$ cat config.mk
export PLATFORM = sky130hd
export DESIGN_NAME = frame_grab_packer
export DESIGN_NICKNAME = d
export VERILOG_FILES = /design/src/rtl/fgp_pkg.sv /design/src/rtl/fgp_sync_filter.sv /design/src/rtl/fgp_byte_packer.sv /design/src/rtl/fgp_group_buffer.sv /design/src/rtl/frame_grab_packer.sv
export SDC_FILE = /design/constraint.sdc
export NUM_CORES = 1
export LEC_CHECK = 0
export ABC_AREA = 1
export BUFFER_PORTS_ARGS = -buffer_cell sky130_fd_sc_hd__buf_2
export CORE_ASPECT_RATIO = 0.8
export CORE_MARGIN = 4
export CORE_UTILIZATION = 63
export DETAILED_ROUTE_END_ITERATION = 8
export PLACE_DENSITY = 0.8
export SYNTH_ARGS = -nofsm -noshare
export SYNTH_HDL_FRONTEND = slang
export SYNTH_HIERARCHICAL = 1
export SYNTH_SLANG_ARGS = --single-unit
$ cat constraint.sdc
create_clock -name clk -period 2.4 [get_ports clk]
set_input_delay 0.72 -clock clk [delete_from_list [all_inputs] [get_ports clk]]
set_output_delay 0.72 -clock clk [all_outputs]
set_load 0.05 [all_outputs]
$ cat src/rtl/fgp_pkg.sv
package fgp_pkg;
    typedef enum logic [1:0] {
        ST_IDLE    = 2'd0,
        ST_ARMED   = 2'd1,
        ST_CAPTURE = 2'd2
    } cap_state_e;
endpackage

$ cat src/rtl/fgp_sync_filter.sv
// Accepts a new sync level only after DEB_CYCLES consecutive samples differ
// from the accepted one; emits a one-cycle rise indication.
module fgp_sync_filter #(
    parameter int DEB_CYCLES = 4
) (
    input  logic clk,
    input  logic rst,
    input  logic raw_i,
    output logic level_o,
    output logic rise_o
);
    localparam int CW = $clog2(DEB_CYCLES + 1);

    typedef struct packed {
        logic          level;
        logic          prev;
        logic [CW-1:0] cnt;
    } filt_t;

    filt_t q, d;

    always_comb begin
        d      = q;
        d.prev = q.level;
        if (raw_i == q.level) begin
            d.cnt = '0;
        end else if (q.cnt == CW'(DEB_CYCLES - 1)) begin
            d.level = raw_i;
            d.cnt   = '0;
        end else begin
            d.cnt = q.cnt + 1'b1;
        end
    end

    always_ff @(posedge clk) begin
        if (rst) q <= '0;
        else     q <= d;
    end

    assign level_o = q.level;
    assign rise_o  = q.level & ~q.prev;
endmodule

$ cat src/rtl/fgp_byte_packer.sv
// Packs PACK consecutive bytes little-endian into one word; word_vld_o pulses
// for one cycle after the last byte of a word is taken.
module fgp_byte_packer #(
    parameter int PIX_W = 8,
    parameter int PACK  = 4
) (
    input  logic                  clk,
    input  logic                  rst,
    input  logic                  clear_i,
    input  logic                  pix_en_i,
    input  logic [PIX_W-1:0]      pix_i,
    output logic [PIX_W*PACK-1:0] word_o,
    output logic                  word_vld_o
);
    localparam int WORD_W = PIX_W * PACK;
    localparam int IW     = $clog2(PACK);

    typedef struct packed {
        logic [IW-1:0]     idx;
        logic [WORD_W-1:0] acc;
        logic [WORD_W-1:0] word;
        logic              vld;
    } pack_t;

    pack_t q, d;

    always_comb begin
        d     = q;
        d.vld = 1'b0;
        if (clear_i) begin
            d.idx = '0;
        end else if (pix_en_i) begin
            d.acc[q.idx*PIX_W +: PIX_W] = pix_i;
            if (q.idx == IW'(PACK - 1)) begin
                d.word = d.acc;
                d.vld  = 1'b1;
                d.idx  = '0;
            end else begin
                d.idx = q.idx + 1'b1;
            end
        end
    end

    always_ff @(posedge clk) begin
        if (rst) q <= '0;
        else     q <= d;
    end

    assign word_o     = q.word;
    assign word_vld_o = q.vld;
endmodule

$ cat src/rtl/fgp_group_buffer.sv
// Two-level group store: a fill level and a holding level with the
// processor handshake. A group finding the holding level busy is dropped.
module fgp_group_buffer #(
    parameter int WORD_W      = 32,
    parameter int GROUP_WORDS = 8
) (
    input  logic                           clk,
    input  logic                           rst,
    input  logic                           clear_i,
    input  logic                           word_vld_i,
    input  logic [WORD_W-1:0]              word_i,
    input  logic                           ack_i,
    input  logic [$clog2(GROUP_WORDS)-1:0] rd_idx_i,
    output logic [WORD_W-1:0]              rd_data_o,
    output logic                           req_o,
    output logic                           drop_o,
    output logic                           retire_o
);
    localparam int IDXW = $clog2(GROUP_WORDS);

    typedef struct packed {
        logic [GROUP_WORDS-1:0][WORD_W-1:0] fill;
        logic [GROUP_WORDS-1:0][WORD_W-1:0] held;
        logic [IDXW-1:0]                    wr_idx;
        logic                               fill_full;
        logic                               hold;
        logic                               drop;
        logic                               retire;
    } gbuf_t;

    gbuf_t q, d;

    always_comb begin
        d        = q;
        d.drop   = 1'b0;
        d.retire = 1'b0;
        if (clear_i) begin
            d.wr_idx    = '0;
            d.fill_full = 1'b0;
            d.hold      = 1'b0;
        end else begin
            // processor releases the held group
            if (q.hold && ack_i) begin
                d.hold   = 1'b0;
                d.retire = 1'b1;
            end
            // coordinator: move a full fill level into the holding level
            if (q.fill_full) begin
                d.fill_full = 1'b0;
                if (!q.hold || ack_i) begin
                    d.held = q.fill;
                    d.hold = 1'b1;
                end else begin
                    d.drop = 1'b1;
                end
            end
            // producer: store a completed word
            if (word_vld_i) begin
                d.fill[q.wr_idx] = word_i;
                if (q.wr_idx == IDXW'(GROUP_WORDS - 1)) begin
                    d.wr_idx    = '0;
                    d.fill_full = 1'b1;
                end else begin
                    d.wr_idx = q.wr_idx + 1'b1;
                end
            end
        end
    end

    always_ff @(posedge clk) begin
        if (rst) q <= '0;
        else     q <= d;
    end

    assign rd_data_o = q.held[rd_idx_i];
    assign req_o     = q.hold;
    assign drop_o    = q.drop;
    assign retire_o  = q.retire;
endmodule

$ cat src/rtl/frame_grab_packer.sv
module frame_grab_packer
    import fgp_pkg::*;
#(
    parameter int PIX_W       = 8,
    parameter int PACK        = 4,
    parameter int GROUP_WORDS = 8,
    parameter int LINE_PIX    = 384,
    parameter int FRAME_LINES = 288,
    parameter int DEB_CYCLES  = 4
) (
    input  logic                           clk,
    input  logic                           rst,
    input  logic                           start_i,
    input  logic                           cam_fsync_i,
    input  logic                           cam_pix_vld_i,
    input  logic [PIX_W-1:0]               cam_pix_i,
    input  logic [$clog2(GROUP_WORDS)-1:0] rd_idx_i,
    output logic [PIX_W*PACK-1:0]          rd_data_o,
    output logic                           grp_req_o,
    input  logic                           grp_ack_i,
    output logic                           overflow_o,
    output logic                           frame_done_o
);
    localparam int WORD_W       = PIX_W * PACK;
    localparam int IDXW         = $clog2(GROUP_WORDS);
    localparam int FRAME_PIX    = LINE_PIX * FRAME_LINES;
    localparam int GROUP_PIX    = PACK * GROUP_WORDS;
    localparam int TOTAL_GROUPS = FRAME_PIX / GROUP_PIX;
    localparam int PCW          = $clog2(FRAME_PIX + 1);
    localparam int GCW          = $clog2(TOTAL_GROUPS + 1);

    typedef struct packed {
        cap_state_e     state;
        logic [PCW-1:0] pix_cnt;
        logic [GCW-1:0] grp_cnt;
        logic           overflow;
        logic           done;
    } ctl_t;

    ctl_t q, d;

    logic              win_level, win_rise;
    logic              clear, pix_en;
    logic [WORD_W-1:0] word;
    logic              word_vld;
    logic              drop, retire;

    fgp_sync_filter #(.DEB_CYCLES(DEB_CYCLES)) u_sync (
        .clk     (clk),
        .rst     (rst),
        .raw_i   (cam_fsync_i),
        .level_o (win_level),
        .rise_o  (win_rise)
    );

    fgp_byte_packer #(.PIX_W(PIX_W), .PACK(PACK)) u_pack (
        .clk        (clk),
        .rst        (rst),
        .clear_i    (clear),
        .pix_en_i   (pix_en),
        .pix_i      (cam_pix_i),
        .word_o     (word),
        .word_vld_o (word_vld)
    );

    fgp_group_buffer #(.WORD_W(WORD_W), .GROUP_WORDS(GROUP_WORDS)) u_gbuf (
        .clk        (clk),
        .rst        (rst),
        .clear_i    (clear),
        .word_vld_i (word_vld),
        .word_i     (word),
        .ack_i      (grp_ack_i),
        .rd_idx_i   (rd_idx_i),
        .rd_data_o  (rd_data_o),
        .req_o      (grp_req_o),
        .drop_o     (drop),
        .retire_o   (retire)
    );

    always_comb begin
        logic room;
        d      = q;
        clear  = 1'b0;
        pix_en = 1'b0;
        room   = (q.pix_cnt < PCW'(FRAME_PIX));
        unique case (q.state)
            ST_IDLE: begin
                if (start_i) begin
                    d.state    = ST_ARMED;
                    d.pix_cnt  = '0;
                    d.grp_cnt  = '0;
                    d.overflow = 1'b0;
                    d.done     = 1'b0;
                    clear      = 1'b1;
                end
            end
            ST_ARMED: begin
                if (win_rise) begin
                    d.state = ST_CAPTURE;
                    pix_en  = cam_pix_vld_i && room;
                end
            end
            ST_CAPTURE: begin
                pix_en = win_level && cam_pix_vld_i && room;
            end
            default: d.state = ST_IDLE;
        endcase

        if (pix_en) d.pix_cnt = q.pix_cnt + 1'b1;
        if (drop)   d.overflow = 1'b1;
        if (q.state == ST_CAPTURE && (drop || retire)) begin
            d.grp_cnt = q.grp_cnt + 1'b1;
            if (q.grp_cnt == GCW'(TOTAL_GROUPS - 1)) begin
                d.done  = 1'b1;
                d.state = ST_IDLE;
            end
        end
    end

    always_ff @(posedge clk) begin
        if (rst) begin
            q.state    <= ST_IDLE;
            q.pix_cnt  <= '0;
            q.grp_cnt  <= '0;
            q.overflow <= 1'b0;
            q.done     <= 1'b0;
        end else begin
            q <= d;
        end
    end

    assign overflow_o   = q.overflow;
    assign frame_done_o = q.done;
endmodule

==> metrics list <==
* Result of the run: finished with violations
- Violations in the final reports: negative setup slack
- Relative contribution of the clock network to total power: 45.8%
- Counting flops with an async set or reset pin after synthesis yields a share of 0%.
* Post-synth top area share: 44.3%
- For this run, global-route usage on met3 was measured as 5.20%.
* Number of synthesized flops with an enable pin: 0
- First-pass DRT Iterations: 6
- Global routing finished with a remaining overflow of 0.
- The post-route netlist has 8.88% of its cells at a drive strength greater than 1.
- RSZ-0062 raised after global routing: true
* Max clock buf depth: 3
- Average size of a mapped cell: 6.53 um2
* Insertion delay to the later sink of the worst-skew pair: 0.63 ns
- Total GRT Usage: 33.2%
- Total number of vias: 27118
* Peak VDD IR: 0.000653 V
- Summed over all nets, the switching power comes to between 5 and 6 mW.
- # H-tree levels: 2
- Combinational cells account for 6.4% of the total power.
- Warning count from the yosys run: 6
* CTS sink count: 624
* Clock Skew: ~0.031 ns
- Dpl cell area: just under 30000 um2
* Cell count after synthesis: between 4000 and 5000
* Vias in the first global route: 25035
- Clk Tree Root Cell: sky130_fd_sc_hd__clkbuf_16
* Worst-path maximum fanout: 6
- Global routing consumed, on the met1 layer, a little over two fifths of the routing resources.
- Sequential power share: between 40% and 50%
- Count of standard-cell rows: roughly 70
* CP most frequent cell: sky130_fd_sc_hd__nand2_1
- Clock transition at the registers of the reported paths: about 0.060 ns
- The number of different library cells used by synthesis comes to 32.
- MaxCap Viol Count: 0
- Layout net count: 4263
- Headroom to the max-slew limit: 52.5%
- Critical path startpoint category: input port
- Antenna violations before repair: 0
- Power per unit of standard cell area: roughly 670 nW/um2
- Seq cells post-synth: about 620
- Post-Syn Nets: 4350
- The internal portion of the total power is 16.6 mW.
- CTS tree: done
- Switching power as a share of total power: 23.1%
* Wire per inst: roughly 17 um
- In this run the vertical extent of the chip is about 200 um.
- The core region is 44300 um2.
* First-pass GRT wire length: 131000 um
- The setup path with the least slack is of type in2out.
- Peak Freq: 399 MHz
- The HPWL after detailed placement is 46900 um.
* Final Cycle Share: 104%
- In this run the static leakage power is around 13 nW.
- Final setup TNS: -1.03 ns
- Final Max Tran Viols: 0
- Initial core utilization: a little under two thirds
- Final antenna diode count: 0
- In this run the remaining antenna-violating nets after routing total 0.
* Worst stage delay on the critical path: 0.18 ns
* Total I/O pin count: 52
* Cell area after layout: approximately 32000 um2
- Leading post-synthesis cells by cell area: sky130_fd_sc_hd__dfxtp_1 44%, sky130_fd_sc_hd__nand2_1 17%, sky130_fd_sc_hd__nand3_1 11%
* Worst min path class: in2reg
- The most used flip-flop cell after synthesis is sky130_fd_sc_hd__dfxtp_1.
* Die Footprint: 48200 um2
- Setup violations remaining at the end of the flow were counted as 27.
- After layout, the worst setup slack is -0.103 ns.
* Netlist area before placement: 28200 um2
- For met2 alone, demand over resource in global routing was about 53%.
- From left edge to right edge, the die measures 245 um.
- Number of vias per cell after detailed routing: 5.55
- The congestion estimate from routability-driven global placement came to 0.871.
- Of the synthesized area, sequential elements account for 44.3%.
* Highest-delay cell along the critical path: sky130_fd_sc_hd__clkbuf_16
- Data on the critical path is required at its endpoint by 1.68 ns.
- At the pin with the least slew margin, the transition time is 0.713 ns.
* Port Buffers: between 50 and 60
- STA classifies the critical path endpoint as a primary output.
* Number of endpoints with negative hold slack in the final report: 0
- Signal arrival time at the worst endpoint: ~1.8 ns
- Most used routing layer: met2
- Timing analysis after detailed placement gives a worst setup slack of -0.175 ns.
- Traced cell by cell, the critical path runs through buf_16 -> buf_12 -> clkbuf_16 -> nand2_4 -> nand3_2 -> nand2_1 -> nand2_1 -> nand2_2 -> buf_8.
- Wire length reported by the detailed router: 82900 um
- Compared with the post-synthesis result, the final layout area differs by 14.5%.
- The first routing iteration left 2830 violations.
- Largest net degree at the start of global routing: around 120
- DRC violation count after routing: 0
- Post-CTS Hold Fix Bufs: 0
- After layout, the minimum clock period comes to 2.50 ns.
* Min Hold Slack: 0.363 ns
- Inserted Clock Buffers: 59
* Dominant cell type by area after synthesis: sky130_fd_sc_hd__dfxtp_1
per-stage QoR:
step | instances | power, mW | util [%]
global placement | 4760 | 11.7 | 66.2
floorplan | 4317 | 11.4 | -
global route | 4882 | 22.2 | 72.9
finish | 4882 | 21.6 | 72.9
CTS | 4880 | 21.6 | 72.4
detailed placement | 4760 | 11.7 | 66.2
power groups by stage:
stage / combinational, mW / clock (mW) / sequential [mW]
floorplan: 0.762 / 0 / 10.6
global placement: 1.12 / 0 / 10.6
detailed placement: 1.13 / 0 / 10.6
CTS: 1.31 / 9.97 / 10.4
global route: 1.46 / 10.4 / 10.4
finish: 1.37 / 9.91 / 10.4
logic make-up after synthesis:
family                     share of synthesized area (%)
DFF                                                 44.3
and+or+nand+nor                                     37.5
xor gates and xnor gates                          0.0311
AOI/OAI and AO/OA                                   6.20
adders and majority gates                          0.710
buffers and inverters                               11.3
state kept, by name, indices dropped and copies added (netlist names), 4 cells and up:
| signal | cells |
|---|---|
| u_pack/word_o | 32 |
| u_sync/q | 4 |
| u_pack/q | 34 |
| u_gbuf/q | 516 |
| q | 31 |
timing repair:
item,CTS,global route
pin swaps,16,37
setup buffers,1,0
gates resized for setup,116,52
endpoints found under the setup margin,32,32
gates cloned,9,2
final timing paths:
check	to	cells past startpoint	from	slack, ns
max	rd_data_o[20]	9	rd_idx_i[0]	-0.10
min reg2reg	u_sync/q[0]	1	u_sync/q[0]	0.42
max reg2reg	u_gbuf/q[184]	9	q[31]	0.32
min	u_gbuf/retire_o	3	grp_ack_i	0.36
critical path, delay by kind of cell:
family / cells / cell delay, ns
AND/OR/NAND/NOR: 5 / 0.41
buffers and inverters: 4 / 0.65
cell type report:
cell class / count / area, um2
clock inverters: 19 / 246
repair inverters: 1 / 11.3
repair buffers: 160 / 2320
inverters: 456 / 1740
multi-input cells: 2928 / 12900
well taps: 603 / 754
flip-flops and latches: 624 / 12500
clock buffers: 91 / 1840
fillers: 3510 / 12000
Yosys cell counts (all sizes together), types with 5 or more instances:
master  instances
nand2        1281
nand4          15
dfxtp         624
ha             16
clkbuf        116
o21ai          19
inv           455
nor2          653
nor3            5
buf           193
nand3         603
a21oi         320
nand3b          5
cells in the final DEF (no fill, tap or decap), types with 17 or more instances in the layout:
| cell type | netlist | routed |
|---|---|---|
| sky130_fd_sc_hd__nor2_1 | 636 | 631 |
| sky130_fd_sc_hd__buf_4 | 39 | 45 |
| sky130_fd_sc_hd__nand3_1 | 600 | 587 |
| sky130_fd_sc_hd__o21ai_0 | 17 | 17 |
| sky130_fd_sc_hd__a21oi_1 | 320 | 320 |
| sky130_fd_sc_hd__clkbuf_8 | 0 | 20 |
| sky130_fd_sc_hd__clkbuf_16 | 0 | 63 |
| sky130_fd_sc_hd__buf_12 | 0 | 52 |
| sky130_fd_sc_hd__inv_1 | 450 | 448 |
| sky130_fd_sc_hd__nand2_1 | 1277 | 1209 |
| sky130_fd_sc_hd__nand2_2 | 4 | 57 |
| sky130_fd_sc_hd__buf_8 | 0 | 25 |
| sky130_fd_sc_hd__dfxtp_1 | 624 | 624 |
metal layers:
layer	up-vias	wire length (um)
met1	12341	33500
met4	0	4200
met2	1343	37300
met3	275	7820
met5	-	0
li1	13159	-
(Power assumes the default switching activity.)
